===== src/rtl/npc_pkg.sv =====
package npc_pkg;

    localparam int unsigned XLEN     = 32;
    localparam int unsigned OP_W     = 6;
    localparam int unsigned FN_W     = 6;
    localparam int unsigned BOFF_W   = 16;
    localparam int unsigned JFIELD_W = 26;
    localparam int unsigned RIDX_W   = 5;
    localparam int unsigned ISTEP    = 4;
    localparam int unsigned SEG_W    = XLEN - JFIELD_W - 2;

    localparam logic [OP_W-1:0]   OPC_SPECIAL = 6'd0;
    localparam logic [OP_W-1:0]   OPC_JMP     = 6'd2;
    localparam logic [OP_W-1:0]   OPC_JAL     = 6'd3;
    localparam logic [OP_W-1:0]   OPC_BEQ     = 6'd4;
    localparam logic [OP_W-1:0]   OPC_BNE     = 6'd5;
    localparam logic [FN_W-1:0]   FN_JREG     = 6'h08;
    localparam logic [RIDX_W-1:0] LINK_REG    = 5'd31;

    typedef enum logic [2:0] {
        FLOW_SEQ,
        FLOW_BEQ,
        FLOW_BNE,
        FLOW_JMP,
        FLOW_JAL,
        FLOW_JREG
    } flow_e;

    typedef struct packed {
        flow_e                kind;
        logic [BOFF_W-1:0]    boff;
        logic [JFIELD_W-1:0]  jfield;
    } flow_t;

    function automatic logic [XLEN-1:0] branch_disp(input logic [BOFF_W-1:0] off);
        return {{(XLEN-BOFF_W-2){off[BOFF_W-1]}}, off, 2'b00};
    endfunction

    function automatic logic [XLEN-1:0] jump_splice(input logic [XLEN-1:0]     seq,
                                                    input logic [JFIELD_W-1:0] field);
        return {seq[XLEN-1 -: SEG_W], field, 2'b00};
    endfunction

endpackage


===== src/rtl/npc_decode.sv =====
module npc_decode
    import npc_pkg::*;
(
    input  logic [XLEN-1:0] instr,
    output flow_t           flow
);
    logic [OP_W-1:0] opc;
    logic [FN_W-1:0] fn;

    assign opc = instr[XLEN-1 -: OP_W];
    assign fn  = instr[FN_W-1:0];

    always_comb begin
        flow.boff   = instr[BOFF_W-1:0];
        flow.jfield = instr[JFIELD_W-1:0];
        unique case (opc)
            OPC_BEQ:     flow.kind = FLOW_BEQ;
            OPC_BNE:     flow.kind = FLOW_BNE;
            OPC_JMP:     flow.kind = FLOW_JMP;
            OPC_JAL:     flow.kind = FLOW_JAL;
            OPC_SPECIAL: flow.kind = (fn == FN_JREG) ? FLOW_JREG : FLOW_SEQ;
            default:     flow.kind = FLOW_SEQ;
        endcase
    end
endmodule


===== src/rtl/npc_target.sv =====
module npc_target
    import npc_pkg::*;
(
    input  logic [XLEN-1:0] pc,
    input  flow_t           flow,
    input  logic            regs_equal,
    input  logic [XLEN-1:0] rs_value,
    output logic [XLEN-1:0] next_pc,
    output logic [XLEN-1:0] seq_pc,
    output logic            is_call
);
    logic [XLEN-1:0] br_pc;
    logic [XLEN-1:0] jd_pc;

    assign seq_pc  = pc + XLEN'(ISTEP);
    assign br_pc   = seq_pc + branch_disp(flow.boff);
    assign jd_pc   = jump_splice(seq_pc, flow.jfield);
    assign is_call = (flow.kind == FLOW_JAL);

    always_comb begin
        unique case (flow.kind)
            FLOW_BEQ:          next_pc = regs_equal  ? br_pc : seq_pc;
            FLOW_BNE:          next_pc = !regs_equal ? br_pc : seq_pc;
            FLOW_JMP, FLOW_JAL: next_pc = jd_pc;
            FLOW_JREG:         next_pc = rs_value;
            default:           next_pc = seq_pc;
        endcase
    end
endmodule


===== src/rtl/npc_unit.sv =====
module npc_unit
    import npc_pkg::*;
#(
    parameter logic [31:0] RESET_VEC = 32'h0001_3880
) (
    input  logic        clk,
    input  logic        rst,
    input  logic [31:0] instr,
    input  logic        regs_equal,
    input  logic [31:0] rs_value,
    output logic [31:0] pc_q,
    output logic [31:0] pc_next,
    output logic        link_wr,
    output logic [4:0]  link_idx,
    output logic [31:0] link_value
);
    flow_t           flow;
    logic [XLEN-1:0] seq_pc;
    logic            call;

    npc_decode u_decode (
        .instr (instr),
        .flow  (flow)
    );

    npc_target u_target (
        .pc         (pc_q),
        .flow       (flow),
        .regs_equal (regs_equal),
        .rs_value   (rs_value),
        .next_pc    (pc_next),
        .seq_pc     (seq_pc),
        .is_call    (call)
    );

    always_ff @(posedge clk) begin
        if (rst) pc_q <= RESET_VEC;
        else     pc_q <= pc_next;
    end

    assign link_wr    = call;
    assign link_idx   = LINK_REG;
    assign link_value = seq_pc;

    // reset lands on the vector
    p_reset_vec_r1: assert property (@(posedge clk) rst |=> pc_q == RESET_VEC);

    // plain instructions advance by one word
    p_seq_step_r2: assert property (@(posedge clk) disable iff (rst)
        (instr[31:26] > 6'd5 || instr[31:26] == 6'd1 ||
         (instr[31:26] == 6'd0 && instr[5:0] != 6'h08))
        |=> pc_q == $past(pc_q) + 32'd4);

    // a branch whose condition fails falls through
    p_fallthru_r5: assert property (@(posedge clk) disable iff (rst)
        ((instr[31:26] == 6'd4 && !regs_equal) || (instr[31:26] == 6'd5 && regs_equal))
        |=> pc_q == $past(pc_q) + 32'd4);

    // register-indirect jump takes rs_value
    p_jreg_r8: assert property (@(posedge clk) disable iff (rst)
        (instr[31:26] == 6'd0 && instr[5:0] == 6'h08) |=> pc_q == $past(rs_value));

    // link write only for the call opcode
    p_link_only_call_r9: assert property (@(posedge clk) disable iff (rst)
        link_wr |-> instr[31:26] == 6'd3);

    // the return address is the word after the current PC
    p_link_value_r7: assert property (@(posedge clk) disable iff (rst)
        link_wr |-> link_value == pc_q + 32'd4);
endmodule


===== config.mk =====
export PLATFORM = sky130hd
export DESIGN_NAME = npc_unit
export DESIGN_NICKNAME = d
export VERILOG_FILES = /design/src/rtl/npc_pkg.sv /design/src/rtl/npc_decode.sv /design/src/rtl/npc_target.sv /design/src/rtl/npc_unit.sv
export SDC_FILE = /design/constraint.sdc
export NUM_CORES = 1
export LEC_CHECK = 0
export ABC_AREA = 0
export ABC_CLOCK_PERIOD_IN_PS = 4700
export BUFFER_PORTS_ARGS = -buffer_cell sky130_fd_sc_hd__buf_2
export CAP_MARGIN = 20
export CORE_UTILIZATION = 49
export DETAILED_ROUTE_END_ITERATION = 8
export PLACE_DENSITY = 0.78
export SLEW_MARGIN = 20
export SYNTH_ARGS = -nofsm -noshare
export SYNTH_HDL_FRONTEND = slang
export SYNTH_SLANG_ARGS = --single-unit

===== constraint.sdc =====
create_clock -name clk -period 4.7 [get_ports clk]
set_clock_uncertainty 0.2 [all_clocks]
set_input_delay 0.705 -clock clk [delete_from_list [all_inputs] [get_ports clk]]
set_output_delay 0.705 -clock clk [all_outputs]
set_load 0.02 [all_outputs]

== Word level (Yosys, flattened, before mapping) ==
Cells that the tools add are included.

* Register bits: 32
* Input port bits: 67
* Output and inout port bits: 102
* Word-level logic and storage cells: 20

* Add/sub/neg operators: 2
* Equality and inequality tests: 10
* Muxes and demuxes: 5
* Reductions and logical operators: 2

{| class="wikitable"
|+ Operators by type and width
! cell !! count
|-
| $pmux W32 S4 || 1
|-
| $mux W32 || 2
|-
| $add A32 B3 Y32 const B || 1
|-
| $add A32 B32 Y32 || 1
|-
| $pmux W3 S5 || 1
|-
| $eq A6 B2 Y1 const B || 2
|-
| $eq A6 B3 Y1 const B || 2
|-
| $eq A3 B2 Y1 const B || 2
|-
| $eq A3 B3 Y1 const B || 2
|-
| $eq A6 B4 Y1 const B || 1
|-
| $logic_not A6 Y1 || 1
|-
| $eq A3 B1 Y1 const B || 1
|-
| $mux W3 || 1
|-
| $reduce_or A2 Y1 || 1
|}

== Longest topological paths before layout ==
* Depth after elaboration: 6
* Gate-level depth with buffers: 16
* Gate-level depth less buffers: 15

== Hierarchy ==
From an unflattened synthesis, not the netlist that was laid out.

* Cells, all modules: 540
* Area, all modules: 4,180.3 um^2

{| class="wikitable"
|+ Modules (own cells, without submodules)
! module !! instances !! cells an instance !! area an instance (um^2) !! seq. area each (um^2)
|-
| npc_target || 1 || 414 || 2,872.8 || 0.0
|-
| npc_unit || 1 || 73 || 904.6 || 640.6
|-
| npc_decode || 1 || 53 || 402.9 || 0.0
|}

== Worst setup path after synthesis ==
Ideal clock, no wire load.

* Path kind: flip-flop to output port
* Start point: reg pc_q[2]
* End point: out pc_next[25]
* Arrival time: 3.807 ns
* Data required time: 3.795 ns
* Setup slack: -0.012 ns
* Stages on the path, launching flop included: 15
* Path buffers: 1
* Cells stage by stage: dfxtp_1 ha_1 and4_1 and3_1 nand2b_1 xnor2_1 ha_1 clkbuf_1 a21o_1 a21o_1 a21oi_1 a2bb2oi_1 nand2_1 o21a_1 o31ai_1

* Cells in the longest elaborated chain, start to end: 4
* Elaborated cells between the ends (all ways): 5
* Those cells by class: add/sub (2); mux (3)

{| class="wikitable"
|+ Ends and longest elaborated chain
! what !! RTL line !! source
|-
| from (decl) || npc_unit.sv:11 || <nowiki>output logic [31:0] pc_q,</nowiki>
|-
| from (signal assigned) || npc_unit.sv:38 || <nowiki>else pc_q <= pc_next;</nowiki>
|-
| $add A32 B3 Y32 (*) || npc_target.sv:15 || <nowiki>assign seq_pc = pc + XLEN'(ISTEP);</nowiki>
|-
| via link_value[18] || npc_unit.sv:15 || <nowiki>output logic [31:0] link_value</nowiki>
|-
| $add A32 B32 Y32 (*) || npc_target.sv:16 || <nowiki>assign br_pc = seq_pc + branch_disp(flow.boff);</nowiki>
|-
| $mux W32, on equally long branches || npc_target.sv:23, npc_target.sv:22 ||
|-
| $pmux W32 S4 (*) || npc_target.sv:21 || <nowiki>unique case (flow.kind)</nowiki>
|-
| to (decl) || npc_unit.sv:12 || <nowiki>output logic [31:0] pc_next,</nowiki>
|}

Mark *: on every way through the listed nets, which the timed path passes. The rest lies on a longest branch.

== Final worst setup path ==
* Start point: reg pc_q[3]
* End point: out pc_next[31]

* Cells in the longest elaborated chain, start to end: 4
* Elaborated cells between the ends (all ways): 5
* Those cells by class: add/sub (2); mux (3)

{| class="wikitable"
|+ Ends and longest elaborated chain
! what !! RTL line
|-
| $add A32 B3 Y32 (*) || npc_target.sv:15
|-
| $add A32 B32 Y32 || npc_target.sv:16
|-
| $mux W32, on equally long branches || npc_target.sv:23, npc_target.sv:22
|-
| $pmux W32 S4 (*) || npc_target.sv:21
|}

Mark *: on every way between the ends. The rest lies on a longest branch, timed or not.

==> results by group <==
Outcome
  – Result of the run: finished with violations
  – Failing checks: negative setup slack

Synthesis
  – Number of library cell types mapped by synthesis: 67
  – Share of synthesized area occupied by flip-flops and latches: 16.4%
  – Post-synthesis share of cell area spent on and, or, nand and nor gates: 26.7%
  – Post-synth EDFFs: 0
  – Average instance area after synthesis: 7.52 um^2
  – Post-Synthesis Cells: 520
  – Area fraction in compound gates after synthesis: 29.8%
  – Fraction of synthesized cell area in xor and xnor cells: 9.63%
  – Dominant combinational cell family by area after synthesis: compound AO/OA/AOI/OAI gates
  – Fraction of synthesized area in multiplexers: 0.512%
  – Share of synthesized registers carrying an async set or reset: 0%
  – Post-Synth Adder-Cell Area: 11.7%
  – Prevailing post-synth register cell: dfxtp_1
  – FF+latch count, synth: 32
  – Summed instance area of the synthesized netlist: 3910 um^2
  – Syn. warnings: 0

Final layout
  – Register with the highest flop count: pc_q
  – Final core area utilization: 72.1%
  – Share of layout cells above drive strength 1: 42.0%
  – Number of inserted diodes: 0
  – Finished Layout Cells: 807
  – Area growth from synthesis to layout: 42.6%
  – # nets final: 807
  – Regs by FF count: pc_q x32
  – Number of flip-flops under the largest register name: 32

GRT
  – First-pass GRT wire length: 21.9 mm
  – Global-route congestion overflow total: 0
  – Number of global-route vias before repair: 4,629
  – Number of antenna violations at the first check in global routing: 0
  – Largest net degree at the start of global routing: 33
  – Global routing usage summed across all routing layers: 32.5%

Place
  – Routability Congestion: 0.968
  – Number of buffer cells added on primary ports: 163
  – Dpl hpwl: 10.6 mm
  – Instance count after placement with tap cells included: 776

CTS
  – Clock latency on the worst-skew pair: 300 ps
  – CTS tree: yes
  – Clock buffer depth: 2
  – Clock tree sinks: 32
  – Post-CTS Hold Fix Bufs: 0
  – CTS buffer count: 5
  – CTS Root Buffer Type: clkbuf_8
  – H-tree Lvls: 2
  – Clock transition at the registers of the reported paths: 70 ps

Setup path
  – Reg2reg start: pc_q[3]
  – Max incr delay on CP: 380 ps
  – Worst-path cell chain: ha_4 -> and4_4 -> and3_4 -> nor3b_4 -> nand3_2 -> xnor2_4 -> ha_4 -> buf_6 -> nand4_1 -> nand2b_4 -> a41oi_2 -> a31oi_1 -> xnor2_1 -> mux2i_1 -> nand2_1 -> buf_6
  – Data required time of the critical path: 3800 ps
  – Kind of start point of the critical path: register
  – Endpoint kind of the worst setup timing path: output port
  – Signal arrival time at the worst endpoint: 3840 ps
  – Count of buffering cells on the critical path with inverters included: 2
  – Master of the slowest instance on the critical path: dfxtp_4
  – Critical path startpoint: pc_q[3]
  – Max FO, Critical Path: 5
  – Worst reg-to-reg setup slack: 390 ps
  – Category of cells accounting for the largest share of critical-path delay: simple AND/OR/NAND/NOR gates
  – Crit path kind: register to output port

Detailed routing
  – Vias per inst: 6.26
  – DRC viols: 0
  – Via Count: 5,049
  – Total wire length after detailed routing: 14.9 mm
  – DRC marker count from the first detailed-route iteration: 548
  – Detailed Routing Iterations Pass 1: 6
  – Post-detailed-route count of antenna-violating nets: 0
  – WL per Instance: 18.5 um

Timing
  – Final setup vio count: 1
  – Total negative setup slack: -49.3 ps
  – Setup repair after global routing missed its margin: yes
  – Final max-slew violation count: 0
  – Shortest period the worst path allows: 4750 ps
  – Maximum achievable frequency: 0.211 GHz
  – Number of failing hold endpoints at the final stage: 0
  – Final critical-path share of the clock period: 101%
  – Slew of the pin with the lowest slew margin: 774 ps
  – Setup slack of the critical path after layout: -49.3 ps
  – Slew Limit Headroom: 48.4%

Floorplanning
  – Die Width: 91.3 um
  – Die ar.: 8340 um^2
  – Floorplan core area: 7730 um^2
  – Num ports: 169
  – Initial core utilization: 50.6%
  – FP Rows: 32
  – Die Y: 91.3 um

Min path
  – Hold WC Path Type: register to register
  – Worst Min Path Start: pc_q[1]

Flow run
  – Maximum capacitance violations: 0

Pwr
  – Power density over cell area: 159 nW/um^2
  – Peak ir drop on the vdd network: 0.0000980 V
  – Post-layout power: 0.889 mW
  – Static Leak: 2.69 nW
## Yosys cell counts (all sizes together) (9+ instances only)
cell    instances  area share, %
nand2          46            4.4
o21ai          42            5.6
a21oi          37            4.8
ha             35             11
dfxtp          32             16
nor2           31            3.0
xnor2          31            6.9
nand3          21            2.7
nor2b          21            3.6
a222oi         20            5.1
clkbuf         20            2.0
buf            14            2.2
nor3           14            1.9
a21o           13            2.5
xor2           12            2.7
nand4          11            1.8
inv            10           0.96
a31oi           9            1.6
## layout make-up
class                      count  area (um^2)
clock buffer                   8         90.1
fill                         590         2150
inverter                      10         37.5
multi-input combinational    448         3500
sequential                    32          661
tap                          102          128
timing repair buffer         207         1160
## kinds of logic (layout without fill, tap and decap cells)
| logic type | count (synthesis) | in the layout |
|---|---|---|
| muxes | 2 | 2 |
| AOI/OAI and AO/OA | 167 | 167 |
| DFF | 32 | 32 |
| buffers and inverters | 44 | 225 |
| xor gates and xnor gates | 43 | 43 |
| other | 1 | 5 |
| adders and majority gates | 36 | 36 |
| and+or+nand+nor | 195 | 195 |
## stage by stage
stage	setup slack, ps	instance area, um^2	hold WS [ps]
2_1_floorplan	163	3930	577
3_3_place_gp	180	4880	406
3_5_place_dp	175	4880	417
4_1_cts	5.56	5140	435
5_1_grt	-148	5570	470
6_report	-49.3	5570	433
## layer usage
metal | vias up | part of all wire [%] | track usage [%]
li1 | 2331 | - | -
met1 | 2392 | 42 | 41.4
met2 | 292 | 49 | 55.5
met3 | 34 | 7.8 | 4.19
met4 | 0 | 2.0 | 12.8
met5 | - | 0 | 0
## worst register-to-register path, stage by stage (launching register included)
cell and delay [ps]:
dfxtp_4 380, ha_4 140, and4_4 240, and3_4 200, nor3b_4 330, nand3_2 180, xnor2_4 200, ha_4 300
buf_6 100, nand4_1 210, nand2b_4 150, a41oi_2 100, a31oi_1 210, xnor2_1 180, mux2i_1 380, buf_4 180
buf_4 90, buf_4 90, buf_4 90, buf_4 90, buf_4 90, a21oi_1 50
## where the power goes
group	internal (mW)	total (mW)	switching, mW
sequential	0.278	0.289	0.0101
clock	0.120	0.237	0.118
combinational	0.150	0.363	0.214
## repair_timing
action / in CTS / in global routing
buffers inserted: 10 / 13
pin swaps: 7 / 22
endpoints found under the setup margin: 5 / 14
gates resized for setup: 25 / 65
## path summary, 6_finish.rpt
kind | end | cells past startpoint
max | pc_next[31] | 16
min | pc_q[1] | 3
max reg2reg | pc_q[31] | 21
min reg2reg | pc_q[1] | 3
## placed cells by master, fill, tap and decap left out, types with 9 or more instances in the layout
cell	count
ha_1	22
nor3_1	11
nor2_1	27
ha_4	10
xor2_1	9
xnor2_2	10
o21ai_0	34
a21oi_1	33
inv_1	9
buf_2	161
xnor2_1	20
nand2_1	46
nand4_1	11
nor2b_1	20
dfxtp_1	24
buf_4	43
nand3_1	17
a21o_1	13
a222oi_1	20
Power figures use the tool's default switching activity.
